<file path="src/rtl/sdac_pkg.sv">
package sdac_pkg;
    localparam int WORD_W = 16;
    localparam int PAD_HI = 2;

    typedef enum logic [1:0] {
        FR_IDLE = 2'd0,
        FR_RECV = 2'd1,
        FR_FULL = 2'd2
    } frame_st_e;

    typedef enum logic {
        LD_IDLE = 1'b0,
        LD_PEND = 1'b1
    } load_st_e;

    typedef enum logic [1:0] {
        OUT_LIVE = 2'd0,
        OUT_CLR  = 2'd1,
        OUT_PARK = 2'd2
    } out_st_e;
endpackage

</file>
<file path="src/rtl/sdac_sync.sv">
module sdac_sync #(
    parameter int           N        = 7,
    parameter int           STAGES   = 2,
    parameter logic [N-1:0] IDLE_VAL = '0
) (
    input  logic         clk,
    input  logic         rst_n,
    input  logic [N-1:0] raw_i,
    output logic [N-1:0] lvl_o
);
    for (genvar b = 0; b < N; b++) begin : g_bit
        logic [STAGES-1:0] chain;
        always_ff @(posedge clk or negedge rst_n) begin
            if (!rst_n) chain <= {STAGES{IDLE_VAL[b]}};
            else        chain <= {chain[STAGES-2:0], raw_i[b]};
        end
        assign lvl_o[b] = chain[STAGES-1];
    end
endmodule

</file>
<file path="src/rtl/sdac_shifter.sv">
module sdac_shifter
    import sdac_pkg::*;
#(
    parameter int DATA_W = 14
) (
    input  logic              clk,
    input  logic              rst_n,
    input  logic              sclk_fall_i,
    input  logic              frame_lvl_i,
    input  logic              frame_fall_i,
    input  logic              frame_rise_i,
    input  logic              sdin_i,
    input  logic              ldac_lvl_i,
    input  logic              rbk_lvl_i,
    input  logic              rbk_fall_i,
    input  logic [DATA_W-1:0] dac_i,
    output logic [DATA_W-1:0] code_o,
    output logic              sdo_o,
    output logic              word_done_o,
    output logic              auto_o
);
    localparam int LSB_POS = WORD_W - PAD_HI - DATA_W;
    localparam int CNT_W   = $clog2(WORD_W);
    localparam logic [CNT_W-1:0] LAST = CNT_W'(WORD_W - 1);

    frame_st_e         st_q, st_d;
    logic [CNT_W-1:0]  cnt_q;
    logic [WORD_W-1:0] sr_q;
    logic [WORD_W-1:0] rb_word;
    logic              arm_q;
    logic              auto_q;

    // state register
    always_ff @(posedge clk or negedge rst_n) begin
        if (!rst_n) st_q <= FR_IDLE;
        else        st_q <= st_d;
    end

    // next state
    always_comb begin
        st_d = st_q;
        unique case (st_q)
            FR_IDLE: if (frame_fall_i) st_d = FR_RECV;
            FR_RECV: begin
                if (frame_rise_i)                          st_d = FR_IDLE;
                else if (sclk_fall_i && cnt_q == LAST)     st_d = FR_FULL;
            end
            FR_FULL: if (frame_rise_i) st_d = FR_IDLE;
            default: st_d = FR_IDLE;
        endcase
    end

    // outputs
    always_comb begin
        word_done_o = (st_q == FR_FULL) && frame_rise_i;
        auto_o      = auto_q;
        sdo_o       = sr_q[WORD_W-1];
        code_o      = sr_q[LSB_POS +: DATA_W];
    end

    always_comb begin
        rb_word                    = '0;
        rb_word[LSB_POS +: DATA_W] = dac_i;
    end

    always_ff @(posedge clk or negedge rst_n) begin
        if (!rst_n) begin
            cnt_q  <= '0;
            auto_q <= 1'b0;
            arm_q  <= 1'b0;
            sr_q   <= '0;
        end else begin
            if (frame_fall_i) begin
                cnt_q  <= '0;
                auto_q <= ~ldac_lvl_i;
            end else if (st_q == FR_RECV && sclk_fall_i) begin
                cnt_q <= cnt_q + 1'b1;
            end

            if (rbk_fall_i)       arm_q <= 1'b1;
            else if (sclk_fall_i) arm_q <= 1'b0;

            if (sclk_fall_i) begin
                if (arm_q)
                    sr_q <= rb_word;
                else if (!frame_lvl_i || !rbk_lvl_i)
                    sr_q <= {sr_q[WORD_W-2:0], sdin_i};
            end
        end
    end


    shift_in_chk: assert property (@(posedge clk) disable iff (!rst_n)
        (sclk_fall_i && !arm_q && !frame_lvl_i) |=> (sr_q[0] == $past(sdin_i)));


    rb_pad_chk: assert property (@(posedge clk) disable iff (!rst_n)
        (sclk_fall_i && arm_q) |=> (sr_q[WORD_W-1 -: PAD_HI] == '0));
endmodule

</file>
<file path="src/rtl/sdac_update.sv">
module sdac_update
    import sdac_pkg::*;
#(
    parameter int DATA_W = 14
) (
    input  logic              clk,
    input  logic              rst_n,
    input  logic              word_done_i,
    input  logic              auto_i,
    input  logic [DATA_W-1:0] code_i,
    input  logic              ldac_lvl_i,
    input  logic              frame_fall_i,
    input  logic              clr_lvl_i,
    input  logic              clr_fall_i,
    output logic [DATA_W-1:0] dac_o,
    output logic              out_zero_o
);
    load_st_e          ld_q, ld_d;
    out_st_e           out_q, out_d;
    logic [DATA_W-1:0] dac_q;
    logic              load_now;

    // state registers
    always_ff @(posedge clk or negedge rst_n) begin
        if (!rst_n) begin
            ld_q  <= LD_IDLE;
            out_q <= OUT_LIVE;
        end else begin
            ld_q  <= ld_d;
            out_q <= out_d;
        end
    end

    // load machine next state
    always_comb begin
        ld_d = ld_q;
        unique case (ld_q)
            LD_IDLE: if (word_done_i && !auto_i)           ld_d = LD_PEND;
            LD_PEND: if (frame_fall_i || !ldac_lvl_i)      ld_d = LD_IDLE;
            default: ld_d = LD_IDLE;
        endcase
    end

    // output machine next state
    always_comb begin
        out_d = out_q;
        unique case (out_q)
            OUT_LIVE: if (clr_fall_i) out_d = OUT_CLR;
            OUT_CLR:  if (clr_lvl_i)  out_d = ldac_lvl_i ? OUT_PARK : OUT_LIVE;
            OUT_PARK: begin
                if (clr_fall_i)       out_d = OUT_CLR;
                else if (!ldac_lvl_i) out_d = OUT_LIVE;
            end
            default: out_d = OUT_LIVE;
        endcase
    end

    // outputs
    always_comb begin
        load_now   = (word_done_i && auto_i) ||
                     (ld_q == LD_PEND && !ldac_lvl_i && !frame_fall_i);
        out_zero_o = (out_q != OUT_LIVE);
        dac_o      = dac_q;
    end

    always_ff @(posedge clk or negedge rst_n) begin
        if (!rst_n)        dac_q <= '0;
        else if (load_now) dac_q <= code_i;
    end


    auto_load_chk: assert property (@(posedge clk) disable iff (!rst_n)
        (word_done_i && auto_i) |=> (dac_q == $past(code_i)));


    defer_hold_chk: assert property (@(posedge clk) disable iff (!rst_n)
        (word_done_i && !auto_i) |=> $stable(dac_q));


    idle_hold_chk: assert property (@(posedge clk) disable iff (!rst_n)
        (ld_q == LD_IDLE && !word_done_i) |=> $stable(dac_q));


    clr_force_chk: assert property (@(posedge clk) disable iff (!rst_n)
        clr_fall_i |=> out_zero_o);


    park_hold_chk: assert property (@(posedge clk) disable iff (!rst_n)
        (out_q == OUT_PARK && ldac_lvl_i && !clr_fall_i) |=> out_zero_o);
endmodule

</file>
<file path="src/rtl/sdac_front.sv">
module sdac_front
    import sdac_pkg::*;
#(
    parameter int DATA_W      = 14,
    parameter int SYNC_STAGES = 2
) (
    input  logic              clk,
    input  logic              rst_n,
    input  logic              sclk_i,
    input  logic              frame_n_i,
    input  logic              sdin_i,
    input  logic              ldac_n_i,
    input  logic              rbk_n_i,
    input  logic              clr_n_i,
    input  logic              pd_i,
    output logic [DATA_W-1:0] dac_code_o,
    output logic              out_zero_o,
    output logic              pwrdn_o,
    output logic              sdo_o,
    output logic              sdo_oe_o
);
    localparam int N_IN    = 7;
    localparam int I_SCLK  = 0;
    localparam int I_FRAME = 1;
    localparam int I_SDIN  = 2;
    localparam int I_LDAC  = 3;
    localparam int I_RBK   = 4;
    localparam int I_CLR   = 5;
    localparam int I_PD    = 6;
    localparam logic [N_IN-1:0] IDLE_VAL = 7'b0111011;

    logic [N_IN-1:0]   raw, lvl;
    logic [3:0]        watch, dly_q, fall;
    logic              frame_rise;
    logic [DATA_W-1:0] code, dac;
    logic              word_done, auto_upd, sdo_bit;

    assign raw = {pd_i, clr_n_i, rbk_n_i, ldac_n_i, sdin_i, frame_n_i, sclk_i};

    sdac_sync #(
        .N(N_IN), .STAGES(SYNC_STAGES), .IDLE_VAL(IDLE_VAL)
    ) u_sync (
        .clk(clk), .rst_n(rst_n), .raw_i(raw), .lvl_o(lvl)
    );

    assign watch = {lvl[I_CLR], lvl[I_RBK], lvl[I_FRAME], lvl[I_SCLK]};

    always_ff @(posedge clk or negedge rst_n) begin
        if (!rst_n) dly_q <= 4'b1111;
        else        dly_q <= watch;
    end

    assign fall       = dly_q & ~watch;
    assign frame_rise = ~dly_q[1] & watch[1];

    sdac_shifter #(.DATA_W(DATA_W)) u_shift (
        .clk(clk), .rst_n(rst_n),
        .sclk_fall_i(fall[0]),
        .frame_lvl_i(lvl[I_FRAME]),
        .frame_fall_i(fall[1]),
        .frame_rise_i(frame_rise),
        .sdin_i(lvl[I_SDIN]),
        .ldac_lvl_i(lvl[I_LDAC]),
        .rbk_lvl_i(lvl[I_RBK]),
        .rbk_fall_i(fall[2]),
        .dac_i(dac),
        .code_o(code),
        .sdo_o(sdo_bit),
        .word_done_o(word_done),
        .auto_o(auto_upd)
    );

    sdac_update #(.DATA_W(DATA_W)) u_upd (
        .clk(clk), .rst_n(rst_n),
        .word_done_i(word_done),
        .auto_i(auto_upd),
        .code_i(code),
        .ldac_lvl_i(lvl[I_LDAC]),
        .frame_fall_i(fall[1]),
        .clr_lvl_i(lvl[I_CLR]),
        .clr_fall_i(fall[3]),
        .dac_o(dac),
        .out_zero_o(out_zero_o)
    );

    assign dac_code_o = dac;
    assign pwrdn_o    = lvl[I_PD];
    assign sdo_o      = sdo_bit;
    assign sdo_oe_o   = ~sdo_bit;


    pd_keep_chk: assert property (@(posedge clk) disable iff (!rst_n)
        ($changed(lvl[I_PD]) && !word_done) |=> $stable(dac_code_o));
endmodule

</file>
<file path="config.mk">
export PLATFORM = sky130hd
export DESIGN_NAME = sdac_front
export DESIGN_NICKNAME = d
export VERILOG_FILES = /design/src/rtl/sdac_pkg.sv /design/src/rtl/sdac_sync.sv /design/src/rtl/sdac_shifter.sv /design/src/rtl/sdac_update.sv /design/src/rtl/sdac_front.sv
export SDC_FILE = /design/constraint.sdc
export NUM_CORES = 1
export LEC_CHECK = 0
export BUFFER_PORTS_ARGS = -buffer_cell sky130_fd_sc_hd__buf_2
export CORE_MARGIN = 2
export CORE_UTILIZATION = 50
export CTS_BUF_LIST = sky130_fd_sc_hd__clkbuf_4
export DETAILED_ROUTE_END_ITERATION = 8
export PLACE_DENSITY = 0.82
export SYNTH_ARGS = -nofsm -noshare
export SYNTH_HDL_FRONTEND = slang
export SYNTH_SLANG_ARGS = --single-unit
</file>
<file path="constraint.sdc">
create_clock -name clk -period 2.1 [get_ports clk]
set_input_delay 0.21 -clock clk [delete_from_list [all_inputs] [get_ports clk]]
set_output_delay 0.21 -clock clk [all_outputs]
set_load 0.03 [all_outputs]
</file>
# Word level (Yosys, flattened, before mapping)
# Cells that the tools add are included.
[op_classes]
n_bitwise = 7
add_sub_neg = 1
n_eq_ne = 11
n_reduce_logical = 24
mux = 20
[op_table]
columns = ["operator", "count"]
rows = [
  ["$mux W16", 2],
  ["$mux W2", 9],
  ["$pmux W2 S3", 2],
  ["$mux W4", 2],
  ["$reduce_bool A2 Y1", 4],
  ["$logic_and A1 B1 Y1", 7],
  ["$ne A2 B2 Y1 const B", 3],
  ["$reduce_and A3 Y1", 2],
  ["$logic_not A1 Y1", 5],
  ["$add A4 B1 Y4 const B", 1],
  ["$and A4 B4 Y4", 1],
  ["$eq A2 B1 Y1 const B", 2],
  ["$eq A2 B2 Y1 const B", 2],
  ["$eq A4 B4 Y1 const B", 1],
  ["$logic_not A2 Y1", 2],
  ["$mux W1", 4],
  ["$not A1 Y1", 4],
  ["$not A4 Y4", 1],
  ["$logic_or A1 B1 Y1", 3],
  ["$ne A3 B1 Y1 const B", 1],
  ["$ne A3 B3 Y1 const B", 1],
  ["$ne A2 B1 Y1 const B", 1],
  ["$pmux W1 S2", 1],
  ["$reduce_and A2 Y1", 1],
  ["$and A1 B1 Y1", 1],
]
[totals]
reg_bits = 59
out_inout_bits = 18

# Logic depth before layout (Yosys ltp)
# Gate-level depths: netlist (run 1).
[depth]
depth_word = 6
depth_mapped = 5
depth_no_buf = 4

# By module
# Synthesis (run 1) repeated with hierarchy kept, for this count alone.
[hier_totals]
hier_cells = 177
hier_area_um2 = 2566.2
[by_module_without_submodules]
columns = ["mod", "cells_per_inst", "seq_area_each_um2", "area_per_inst_um2", "n_inst"]
rows = [
  ["sdac_shifter", 101, 600.6, 1273.7, 1],
  ["sdac_update", 45, 425.4, 734.5, 1],
  ["sdac_sync", 21, 362.8, 415.4, 1],
  ["sdac_front", 10, 105.1, 142.6, 1],
]

# Least setup slack after synthesis (run 1)
# No wires, ideal clock.
[synth_path]
kind = "register -> register"
from = "reg dly_q[1]"
to = "reg u_upd.dac_q[10] (netlist: u_upd.dac_o[10])"
arrival_ps = 1491
path_slack_ps = 484
synth_period_minus_slack_ps = 1616
required_ps = 1975
setup_ps = 125
n_path_buf = 1
stages_incl_launch_ff = 5
path_cell_list = "dfstp_2 > and2b_4 > a32oi_4 > buf_6 > mux2_4"
[synth_via]
elab_chain_len = 5
elab_cells_between_ends = 8
cone_classes = "bitwise (3); reduce/logical (5)"
[synth_rtl]
columns = ["item", "line", "rtl"]
rows = [
  ["start: declaration", "sdac_front.sv:33", "logic [3:0] watch, dly_q, fall;"],
  ["start signal: assignment", "sdac_front.sv:50", "else dly_q <= watch;"],
  ["$not A1 Y1", "sdac_front.sv:54", "assign frame_rise = ~dly_q[1] & watch[1];"],
  ["$and A1 B1 Y1", "sdac_front.sv:54", ""],
  ["$logic_and A1 B1 Y1", "sdac_shifter.sv:55", "word_done_o = (st_q == FR_FULL) && frame_rise_i;"],
  ["$logic_and A1 B1 Y1", "sdac_update.sv:60", "load_now = (word_done_i && auto_i) ||"],
  ["$logic_or A1 B1 Y1 (*)", "sdac_update.sv:60", ""],
  ["end signal: assignment", "sdac_update.sv:68", "else if (load_now) dac_q <= code_i;"],
  ["end: declaration", "sdac_update.sv:20", "logic [DATA_W-1:0] dac_q;"],
]
# Mark *: on every way between the ends. The rest lies on a longest branch, timed or not.
# A chain may end at the register's enable or synchronous reset.

# Worst setup path after layout (run 1)
[layout_path]
from = "reg dly_q[1]"
to = "reg u_upd.dac_q[11] (netlist: u_upd.dac_o[11])"
# Same word-level chain as after synthesis.

==> results of run 1 <==
==> worst reg2reg max path, delay by kind of cell, from the launching register on <==
kind | cells | cell delay (ps)
flops | 1 | 550
mux | 1 | 310
compound gates | 1 | 280
buf+inv | 1 | 250
simple gates | 1 | 210
==> per-layer routing <==
metal	GRT usage	up-vias	wire length [um]
li1	-	637	-
met4	0.0909	0	82
met5	0	-	0
met3	0.0494	6	123
met2	0.241	20	1830
met1	0.206	640	1700
==> worst max-delay path by stage <==
stage / slack (ps) / to / cells after the start
2_1_floorplan: 480 / u_upd.dac_o[10]$_DFFE_PN0P_ / 4
3_3_place_gp: 440 / u_upd.dac_o[13]$_DFFE_PN0P_ / 4
3_5_place_dp: 390 / u_upd.dac_o[9]$_DFFE_PN0P_ / 4
4_1_cts: 380 / u_upd.dac_o[10]$_DFFE_PN0P_ / 4
5_1_grt: 290 / u_upd.dac_o[10]$_DFFE_PN0P_ / 4
6_report: 390 / u_upd.dac_o[11]$_DFFE_PN0P_ / 4
==> cells in the final DEF, fill, tap and decap left out, types with 3 or more instances in the layout <==
cell and instances:
buf_2 26, buf_4 4, clkbuf_4 9, clkinv_2 3, dfrtp_1 45, dfstp_2 14
dlygate4sd3_1 8, inv_1 4, mux2_2 33, mux2_4 10, mux2i_1 4, nand2_1 7
nand2b_1 6, nor2_1 3, nor2b_1 3
==> flip-flops by register name (all words and copies together), names as in the netlist <==
name and cells:
u_shift.auto_o 1, u_shift.st_q 2, u_sync.g_bit.chain 14, u_shift.cnt_q 4, u_upd.out_q 2, u_shift.arm_q 1
u_upd.dac_o 14, u_upd.ld_q 1, u_shift.sr_q 16, dly_q 4
==> power breakdown <==
| part | leakage, nW | internal, mW | switching [mW] |
|---|---|---|---|
| Sequential | 0.757 | 1.19 | 0.0455 |
| Clock | 0.0845 | 0.469 | 0.383 |
| Combinational | 0.614 | 0.0748 | 0.0660 |
| Total | 1.45 | 1.74 | 0.494 |
==> final cells by class <==
cell class / instances / area (um2)
fillers: 354 / 1860
flip-flops and latches: 59 / 1490
repair buffers: 38 / 240
clock buffers: 9 / 67.6
multi-input cells: 90 / 861
inverters: 4 / 15.0
clock inverters: 7 / 82.6
well taps: 54 / 67.6
==> per-stage QoR <==
| step | std cells | power [mW] | hold slack, ps |
|---|---|---|---|
| floorplan | 158 | 1.34 | -85.6 |
| global route | 261 | 2.33 | 346 |
| global placement | 237 | 1.39 | 315 |
| CTS | 261 | 2.27 | 347 |
| finish | 261 | 2.23 | 345 |
| detailed placement | 237 | 1.39 | 317 |
==> kinds of logic (layout without fill, tap and decap cells) <==
logic type | Yosys count | after routing | share of synthesized area
AO/OA/AOI/OAI | 9 | 9 | 0.0358
XOR/XNOR | 1 | 1 | 0.00364
multiplexers | 47 | 47 | 0.233
flip-flops | 59 | 59 | 0.620
AND/OR/NAND/NOR | 32 | 32 | 0.0795
adder cells (fa/ha/maj) | 1 | 1 | 0.00519
buffers and inverters | 9 | 58 | 0.0228
==> results_dict.tcl, run 1 <==
set metrics [dict create \
    status "completed" \
    maxCapViolations 0 \
    totalWireLength_um 3740 \
    track_usage 0.160 \
    syn_avg_cell_area_um2 15.3 \
    required_ps 2370 \
    clock_path_buffers 2 \
    die_x_um 73.4 \
    postRouteAntennaNets 0 \
    clk_pin_slew_ps 100 \
    clkSinkCount 59 \
    place_congestion 0.740 \
    async_flop_share 1.00 \
    timing.setup.tns_ps 0 \
    synthTopCellsByArea "dfrtp_1 47%, mux2_2 15%, dfstp_2 15%, mux2_4 6.2%, mux2i_1 1.7%" \
    post_drt_wl_per_cell_um 14.3 \
    setup.worst_path.start_class "flip-flop" \
    synth_cells 158 \
    grt_first_pass_wirelength_um 6310 \
    fmax_ghz 0.585 \
    place_area_um2 2600 \
    yosys-top-cells-count "45 x dfrtp_1, 33 x mux2_2, 14 x dfstp_2" \
    power.density_nw_per_um2 789 \
    grt_setup_unrepaired "no" \
    yosysWarnings 0 \
    timing.rr.end "u_upd.dac_o[11]$_DFFE_PN0P_" \
    power.leakage_nw 1.45 \
    hold_viol 0 \
    skew_ps 10.3 \
    drive_gt1_frac 0.522 \
    critPathKind "reg2reg" \
    overflow 0 \
    post-dp-hpwl_um 2390 \
    die-area_um2 5390 \
    synth.top_cell.area_share 0.467 \
    hp-start "u_sync.g_bit[5].chain[0]$_DFF_PN1_" \
    fin_area_um2 2830 \
    seq_area_frac_synth 0.620 \
    grt_max_degree 60 \
    hold_end "u_sync.g_bit[5].chain[1]$_DFF_PN1_" \
    cpLargestDelayFamily "flip-flops" \
    arrival_ps 1980 \
    synth_top_area_cell "dfrtp_1" \
    viasPerCell 4.99 \
    period_needed_ps 1710 \
    cts_max_level 3 \
    cts_hold_buf 8 \
    r2r_cells 4 \
    cpMaxStageDelayCell "dfstp_2" \
    drtIter0Drc 38 \
    area_growth_pct 17.3 \
    yosysMostFrequentCell "dfrtp_1" \
    grt_antenna_before_repair 0 \
    cts_made_buffers 9 \
    rows 25 \
    clk_latency_ps 380 \
    cts_root_buf "clkbuf_4" \
    start_util 0.514 \
    core_area_um2 4690 \
    vias 1303 \
    first_global_vias 1346 \
    cp-startpoint "dly_q[1]$_DFF_PN1_" \
    max_stage_delay_ps 550 \
    io_pins 27 \
    dr.pass1.iters 4 \
    whs_path_depth 0 \
    fin_ws_ps 390 \
    preCtsSetupSlack_ps 394 \
    maxSlewHeadroom 0.530 \
    timing.rr.start "dly_q[1]$_DFF_PN1_" \
    rrSetupSlack_ps 390 \
    holdCritPathClass "reg2reg" \
    ys_seq_elements 59 \
    cts_tree "yes" \
    die_h_um 73.4 \
    port-buffer-count 26 \
    final_nets 212 \
    fin_crit_sh 0.814 \
    synth.distinct_cells 33 \
    synth_edf_count 0 \
    setup_viol 0 \
    worst_slew_pin_slew_ps 706 \
    path_buf_inv 1 \
    synth_area_um2 2410 \
    peakVddDrop_uv 731 \
    final_core_util 0.603 \
    post_cts_buffers 0 \
    critical_path.max_fanout 9 \
    finalMaxSlewViolations 0 \
    synth_nets 168 \
    cts_resized 0 \
    crit_chain "nand2b_1, a32oi_4, buf_4, mux2_4" \
    drc_errors 0 \
    synthFlopType "dfrtp_1" \
    cp-end-kind "flip-flop" \
    n_antenna_cell 0 \
]
(Power assumes the default switching activity.)
==> run 2, diff against run 1 <==
Settings changed: PLACE_DENSITY 0.82 to 0.85.
Clock period 2.1 ns to 1.5 ns, I/O delays scaled along.
==> run 2 against run 1 <==
- the flow now finishes with violations (setup timing)
- sequential cell count unchanged
- critical path depth unchanged
- clock power rose by 8.0%
- via count rose by 7.1%
- utilization increased by 2.3 points
- sequential share of layout area is 1.9 points lower
- highest routed layer unchanged
- cell area is 3.8% higher
- combinational power rose by 89%
- critical endpoint is now u_upd.dac_o[10]$_DFFE_PN0P_
- non-clock buffer count increased by 11
- final cell count grew 4.2%
- first-iteration DRC count increased by 50%
- sequential power is 38% higher
==> results_dict.tcl, run 2 (synthesis results as in run 1) <==
set metrics [dict create \
    arrival_ps 1880 \
    timing.rr.start "dly_q[1]$_DFF_PN1_" \
    clock_path_buffers 2 \
    finalPower_mw 2.90 \
    top_register "u_shift.sr_q" \
    path_buf_inv 1 \
    skew_ps 13.0 \
    cp-end-kind "flip-flop" \
    preCtsSetupSlack_ps -115 \
    overflow 0 \
    grt_antenna_before_repair 0 \
    hold_slack_ps 260 \
    clk_pin_slew_ps 90 \
    n_antenna_cell 0 \
    place_congestion 0.767 \
    track_usage 0.172 \
    cp-startpoint "dly_q[1]$_DFF_PN1_" \
    cts_made_buffers 9 \
    max_stage_delay_ps 550 \
    crit_chain "and2b_4, a32oi_4, buf_6, mux2_4" \
    die-area_um2 5390 \
    cts_tree "yes" \
    clkSinkCount 59 \
    period_needed_ps 1600 \
    fin_crit_sh 1.06 \
    timing.rr.end "u_upd.dac_o[10]$_DFFE_PN0P_" \
    clk_latency_ps 390 \
    die_x_um 73.4 \
    first_global_vias 1381 \
    maxCapViolations 0 \
    rows 25 \
    vias 1396 \
    port-buffer-count 26 \
    layout_common_cells "45 x dfrtp_1, 29 x mux2_2, 26 x buf_2" \
    n_fill_cell 359 \
    critPathKind "reg2reg" \
    hold_viol 0 \
    layout.cells.non_filler 272 \
    dr.pass1.iters 4 \
    critical_path.max_fanout 8 \
    setup_viol 14 \
    required_ps 1780 \
    power.leakage_nw 1.52 \
    drtIter0Drc 57 \
    largest_register_ffs 16 \
    cts_root_buf "clkbuf_4" \
    io_pins 27 \
    r2r_cells 4 \
    cpMaxStageDelayCell "dfstp_2" \
    post-dp-hpwl_um 2560 \
    grt_setup_unrepaired "yes" \
    start_util 0.514 \
    drive_gt1_frac 0.546 \
    post_drt_wl_per_cell_um 14.5 \
    final_common_cell "dfrtp_1" \
    fin_ws_ps -97.0 \
    fmax_ghz 0.626 \
    grt_first_pass_wirelength_um 6710 \
    status "finished, violations left" \
    die_h_um 73.4 \
    timing.setup.tns_ps -1100 \
    power.density_nw_per_um2 988 \
    viasPerCell 5.13 \
    holdCritPathClass "in2async" \
    postRouteAntennaNets 0 \
    totalWireLength_um 3930 \
    setup.worst_path.start_class "flip-flop" \
    finalMaxSlewViolations 0 \
    drc_errors 0 \
    cpLargestDelayFamily "flip-flops" \
    core_area_um2 4690 \
    peakVddDrop_uv 543 \
    grt_max_degree 22 \
    worst_slew_pin_slew_ps 500 \
    final_nets 223 \
    dp_cells 244 \
    violations "setup timing" \
    rrSetupSlack_ps -100 \
    area_growth_pct 21.8 \
    cts_max_level 3 \
    maxSlewHeadroom 0.667 \
]
## run 2: routing by layer
metal / GRT usage / vias to the layer above / wire, um
met1: 0.243 / 701 / 1830
li1: - / 662 / -
met3: 0.0494 / 7 / 158
met4: 0.0970 / 0 / 76
met5: 0 / - / 0
met2: 0.240 / 26 / 1860
## run 2: what timing repair did
action	in CTS	in global routing
resized for setup	6	0
hold buffers	8	0
gates cloned	0	0
buffers inserted	3	1
pin swaps	1	0
endpoints found under the hold margin	22	0
endpoints found under the setup margin	29	14
## run 2: cell type report
| cell class | count | area, um2 | area share |
|---|---|---|---|
| Clock buffer | 12 | 90.1 | 0.0307 |
| Sequential cell | 59 | 1490 | 0.509 |
| Multi-Input combinational cell | 90 | 883 | 0.301 |
| Tap cell | 54 | 67.6 | 0.0230 |
| Inverter | 4 | 15.0 | 0.00512 |
| Timing Repair Buffer | 49 | 368 | 0.125 |
| Clock inverter | 4 | 17.5 | 0.00597 |
## run 2: per-stage QoR
step / utilization / cell area [um2]
final: 0.626 / 2940
after floorplan: - / 2420
after global routing: 0.626 / 2940
after detailed placement: 0.572 / 2680
after global placement: 0.572 / 2680
after CTS: 0.624 / 2930
## run 2: how the worst max path moves through the flow
| stage | slack (ps) | end | cells after the start |
|---|---|---|---|
| after floorplan | -110 | u_upd.dac_o[10]$_DFFE_PN0P_ | 4 |
| after global placement | -80 | u_upd.dac_o[0]$_DFFE_PN0P_ | 4 |
| after detailed placement | -120 | u_upd.dac_o[10]$_DFFE_PN0P_ | 4 |
| after CTS | -110 | u_upd.dac_o[10]$_DFFE_PN0P_ | 4 |
| after global routing | -160 | u_upd.dac_o[10]$_DFFE_PN0P_ | 4 |
| final | -100 | u_upd.dac_o[10]$_DFFE_PN0P_ | 4 |
## run 2: power breakdown
group,switching (mW),internal [mW]
Sequential,0.0437,1.67
Clock,0.539,0.382
Combinational,0.123,0.143
Total,0.705,2.19
==> run 3, diff against run 2 <==
Settings changed: ABC_AREA set to 1, SLEW_MARGIN set to 20.
==> run 3 against run 2 <==
- the run now ends clean
- sequential cell count did not move
- cell area fell by 5.0%
- wire length rose by 14%
- first-iteration DRC count rose to 2.7 times the previous value
- count of clock-buffer cells in the layout fell by 3
- critical path type unchanged
- critical endpoint is now u_upd.dac_o[2]$_DFFE_PN0P_
==> results_dict.tcl, run 3 <==
set metrics [dict create \
    maxSlewHeadroom 0.705 \
    synth_xor_area_frac 0 \
    power.density_nw_per_um2 1190 \
    start_util 0.511 \
    die_h_um 73.0 \
    n_antenna_cell 0 \
    peakVddDrop_uv 699 \
    drc_errors 0 \
    final_core_util 0.598 \
    cp-end-kind "flip-flop" \
    largest_register_ffs 16 \
    synth_nets 249 \
    grt_setup_unrepaired "no" \
    syn_avg_cell_area_um2 9.97 \
    cpMaxStageDelayCell "dfstp_2" \
    first_global_vias 1700 \
    rows 25 \
    synthAdderAreaFrac 0.00525 \
    postRouteAntennaNets 0 \
    timing.rr.start "u_sync.g_bit[1].chain[1]$_DFF_PN1_" \
    synth-compound-area-share 0.0877 \
    timing.rr.end "u_upd.dac_o[2]$_DFFE_PN0P_" \
    seq_area_frac_synth 0.627 \
    hold_slack_ps 312 \
    critical_path.max_fanout 15 \
    cts_made_buffers 9 \
    cp_common_cell "nand2_1" \
    period_needed_ps 1360 \
    synth_edf_count 0 \
    hold_viol 0 \
    ys_seq_elements 59 \
    top_register "u_shift.sr_q" \
    status "completed" \
    yosysMostFrequentCell "nand2_1" \
    clkSinkCount 59 \
    n_fill_cell 373 \
    setup_viol 0 \
    die_x_um 73.0 \
    setup.worst_path.start_class "flip-flop" \
    viasPerCell 5.24 \
    r2r_cells 6 \
    grt_max_degree 60 \
    synth_top_area_cell "dfrtp_1" \
    skew_ps 13.6 \
    maxCapViolations 0 \
    die-area_um2 5340 \
    synthFlopType "dfrtp_1" \
    track_usage 0.185 \
    drive_gt1_frac 0.285 \
    synth.area.mux_share 0 \
    cts_max_level 3 \
    overflow 0 \
    clk_pin_slew_ps 100 \
    worst_slew_pin_slew_ps 442 \
    totalWireLength_um 4480 \
    synth_area_um2 2380 \
    holdCritPathClass "in2async" \
    clock_path_buffers 2 \
    yosys-top-cells-count "61 x nand2_1, 45 x dfrtp_1, 36 x o21ai_0" \
    clk_latency_ps 390 \
    fmax_ghz 0.737 \
    synth_cells 239 \
    core_area_um2 4660 \
    final_nets 289 \
    synthTopCellsByArea "dfrtp_1 47%, dfstp_2 15%, nand2_1 9.6%, o21ai_0 7.6%, nand3_1 4.2%" \
    area_growth_pct 17.0 \
    dr.pass1.iters 5 \
    timing.setup.tns_ps 0 \
    rrSetupSlack_ps 140 \
    critPathKind "reg2reg" \
    fin_crit_sh 0.905 \
    place_congestion 0.777 \
    arrival_ps 1690 \
    async_flop_share 1.00 \
    synth_top_family_by_area "simple AND/OR/NAND/NOR gates" \
    post_drt_wl_per_cell_um 13.3 \
    final_common_cell "nand2_1" \
    yosysWarnings 0 \
    crit_chain "inv_2, nor2_4, nand3_4, nand2_4, nand2_1, nand2_1" \
    port-buffer-count 26 \
    post-dp-hpwl_um 2750 \
    cts_tree "yes" \
    synth.top_cell.area_share 0.472 \
    vias 1770 \
    cts_root_buf "clkbuf_4" \
    layout_common_cells "61 x nand2_1, 45 x dfrtp_1, 36 x o21ai_0" \
    grt_antenna_before_repair 0 \
    max_stage_delay_ps 570 \
    io_pins 27 \
    synth.distinct_cells 26 \
    required_ps 1830 \
    drtIter0Drc 156 \
    power.leakage_nw 1.40 \
    synthSimpleGateAreaFrac 0.236 \
    grt_first_pass_wirelength_um 7400 \
    finalMaxSlewViolations 0 \
]
run 3: cell count changes in the layout (fill, tap and decap cells not counted), moves of 14 or more:
cell and delta:
nand2_1 +54, o21ai_0 +34, mux2_2 -29, nand3_1 +18
mux2_4 -14, or2_2 +14
run 3: worst max path at each step:
stage / startpoint / cells past startpoint / to
2_1_floorplan: u_sync.g_bit[1].chain[1]$_DFF_PN1_ / 6 / u_upd.dac_o[10]$_DFFE_PN0P_
5_1_grt: u_sync.g_bit[1].chain[1]$_DFF_PN1_ / 6 / u_upd.dac_o[7]$_DFFE_PN0P_
4_1_cts: u_sync.g_bit[1].chain[1]$_DFF_PN1_ / 6 / u_upd.dac_o[2]$_DFFE_PN0P_
3_3_place_gp: u_sync.g_bit[1].chain[1]$_DFF_PN1_ / 6 / u_upd.dac_o[9]$_DFFE_PN0P_
3_5_place_dp: u_sync.g_bit[1].chain[1]$_DFF_PN1_ / 6 / u_upd.dac_o[2]$_DFFE_PN0P_
6_report: u_sync.g_bit[1].chain[1]$_DFF_PN1_ / 6 / u_upd.dac_o[2]$_DFFE_PN0P_
run 3: cell type report:
cell class	count	area, um2	area share
Clock buffer	9	67.6	0.0242
Clock inverter	7	58.8	0.0211
Inverter	14	52.6	0.0188
Multi-Input combinational cell	157	783	0.281
Sequential cell	59	1490	0.536
Tap cell	54	67.6	0.0242
Timing Repair Buffer	38	265	0.0951
run 3: metrics by stage:
step / total power, mW / cells / area (um2) / worst slack [ps]
detailed placement: 2.30 / 314 / 2580 / 150
finish: 3.32 / 338 / 2790 / 143
CTS: 3.35 / 338 / 2790 / 127
global placement: 2.28 / 314 / 2580 / 199
global route: 3.51 / 338 / 2790 / 18.2
floorplan: 2.15 / 239 / 2380 / 275
run 3: routing by layer:
metal,vias to the layer above,global-route usage,part of all wire
met5,-,0,0
met2,60,0.281,0.49
met3,11,0.0566,0.056
met1,839,0.235,0.44
met4,0,0.107,0.020
li1,860,-,-
run 3: worst max-delay path: cells and delay by family, from the launching register on:
kind	cells	cell delay [ps]
simple gates	5	680
flops	1	570
buf+inv	1	70
run 3: cells by family (layout without fill, tap and decap cells):
| kind of cell | Yosys count | count (layout) |
|---|---|---|
| AO/OA/AOI/OAI | 41 | 41 |
| adder cells (fa/ha/maj) | 1 | 1 |
| buffers and inverters | 23 | 68 |
| flip-flops | 59 | 59 |
| AND/OR/NAND/NOR | 115 | 115 |
run 3: power breakdown:
group	leakage [nW]	internal (mW)	switching (mW)	total (mW)
Clock	0.0682	0.486	0.542	1.03
Combinational	0.591	0.180	0.259	0.439
Sequential	0.742	1.75	0.105	1.85
run 3: what timing repair did:
action,in CTS,in global routing
endpoints found under the setup margin,0,0
setup buffers,0,0
endpoints found under the hold margin,59,0
gates resized for setup,0,0
hold buffers,8,0
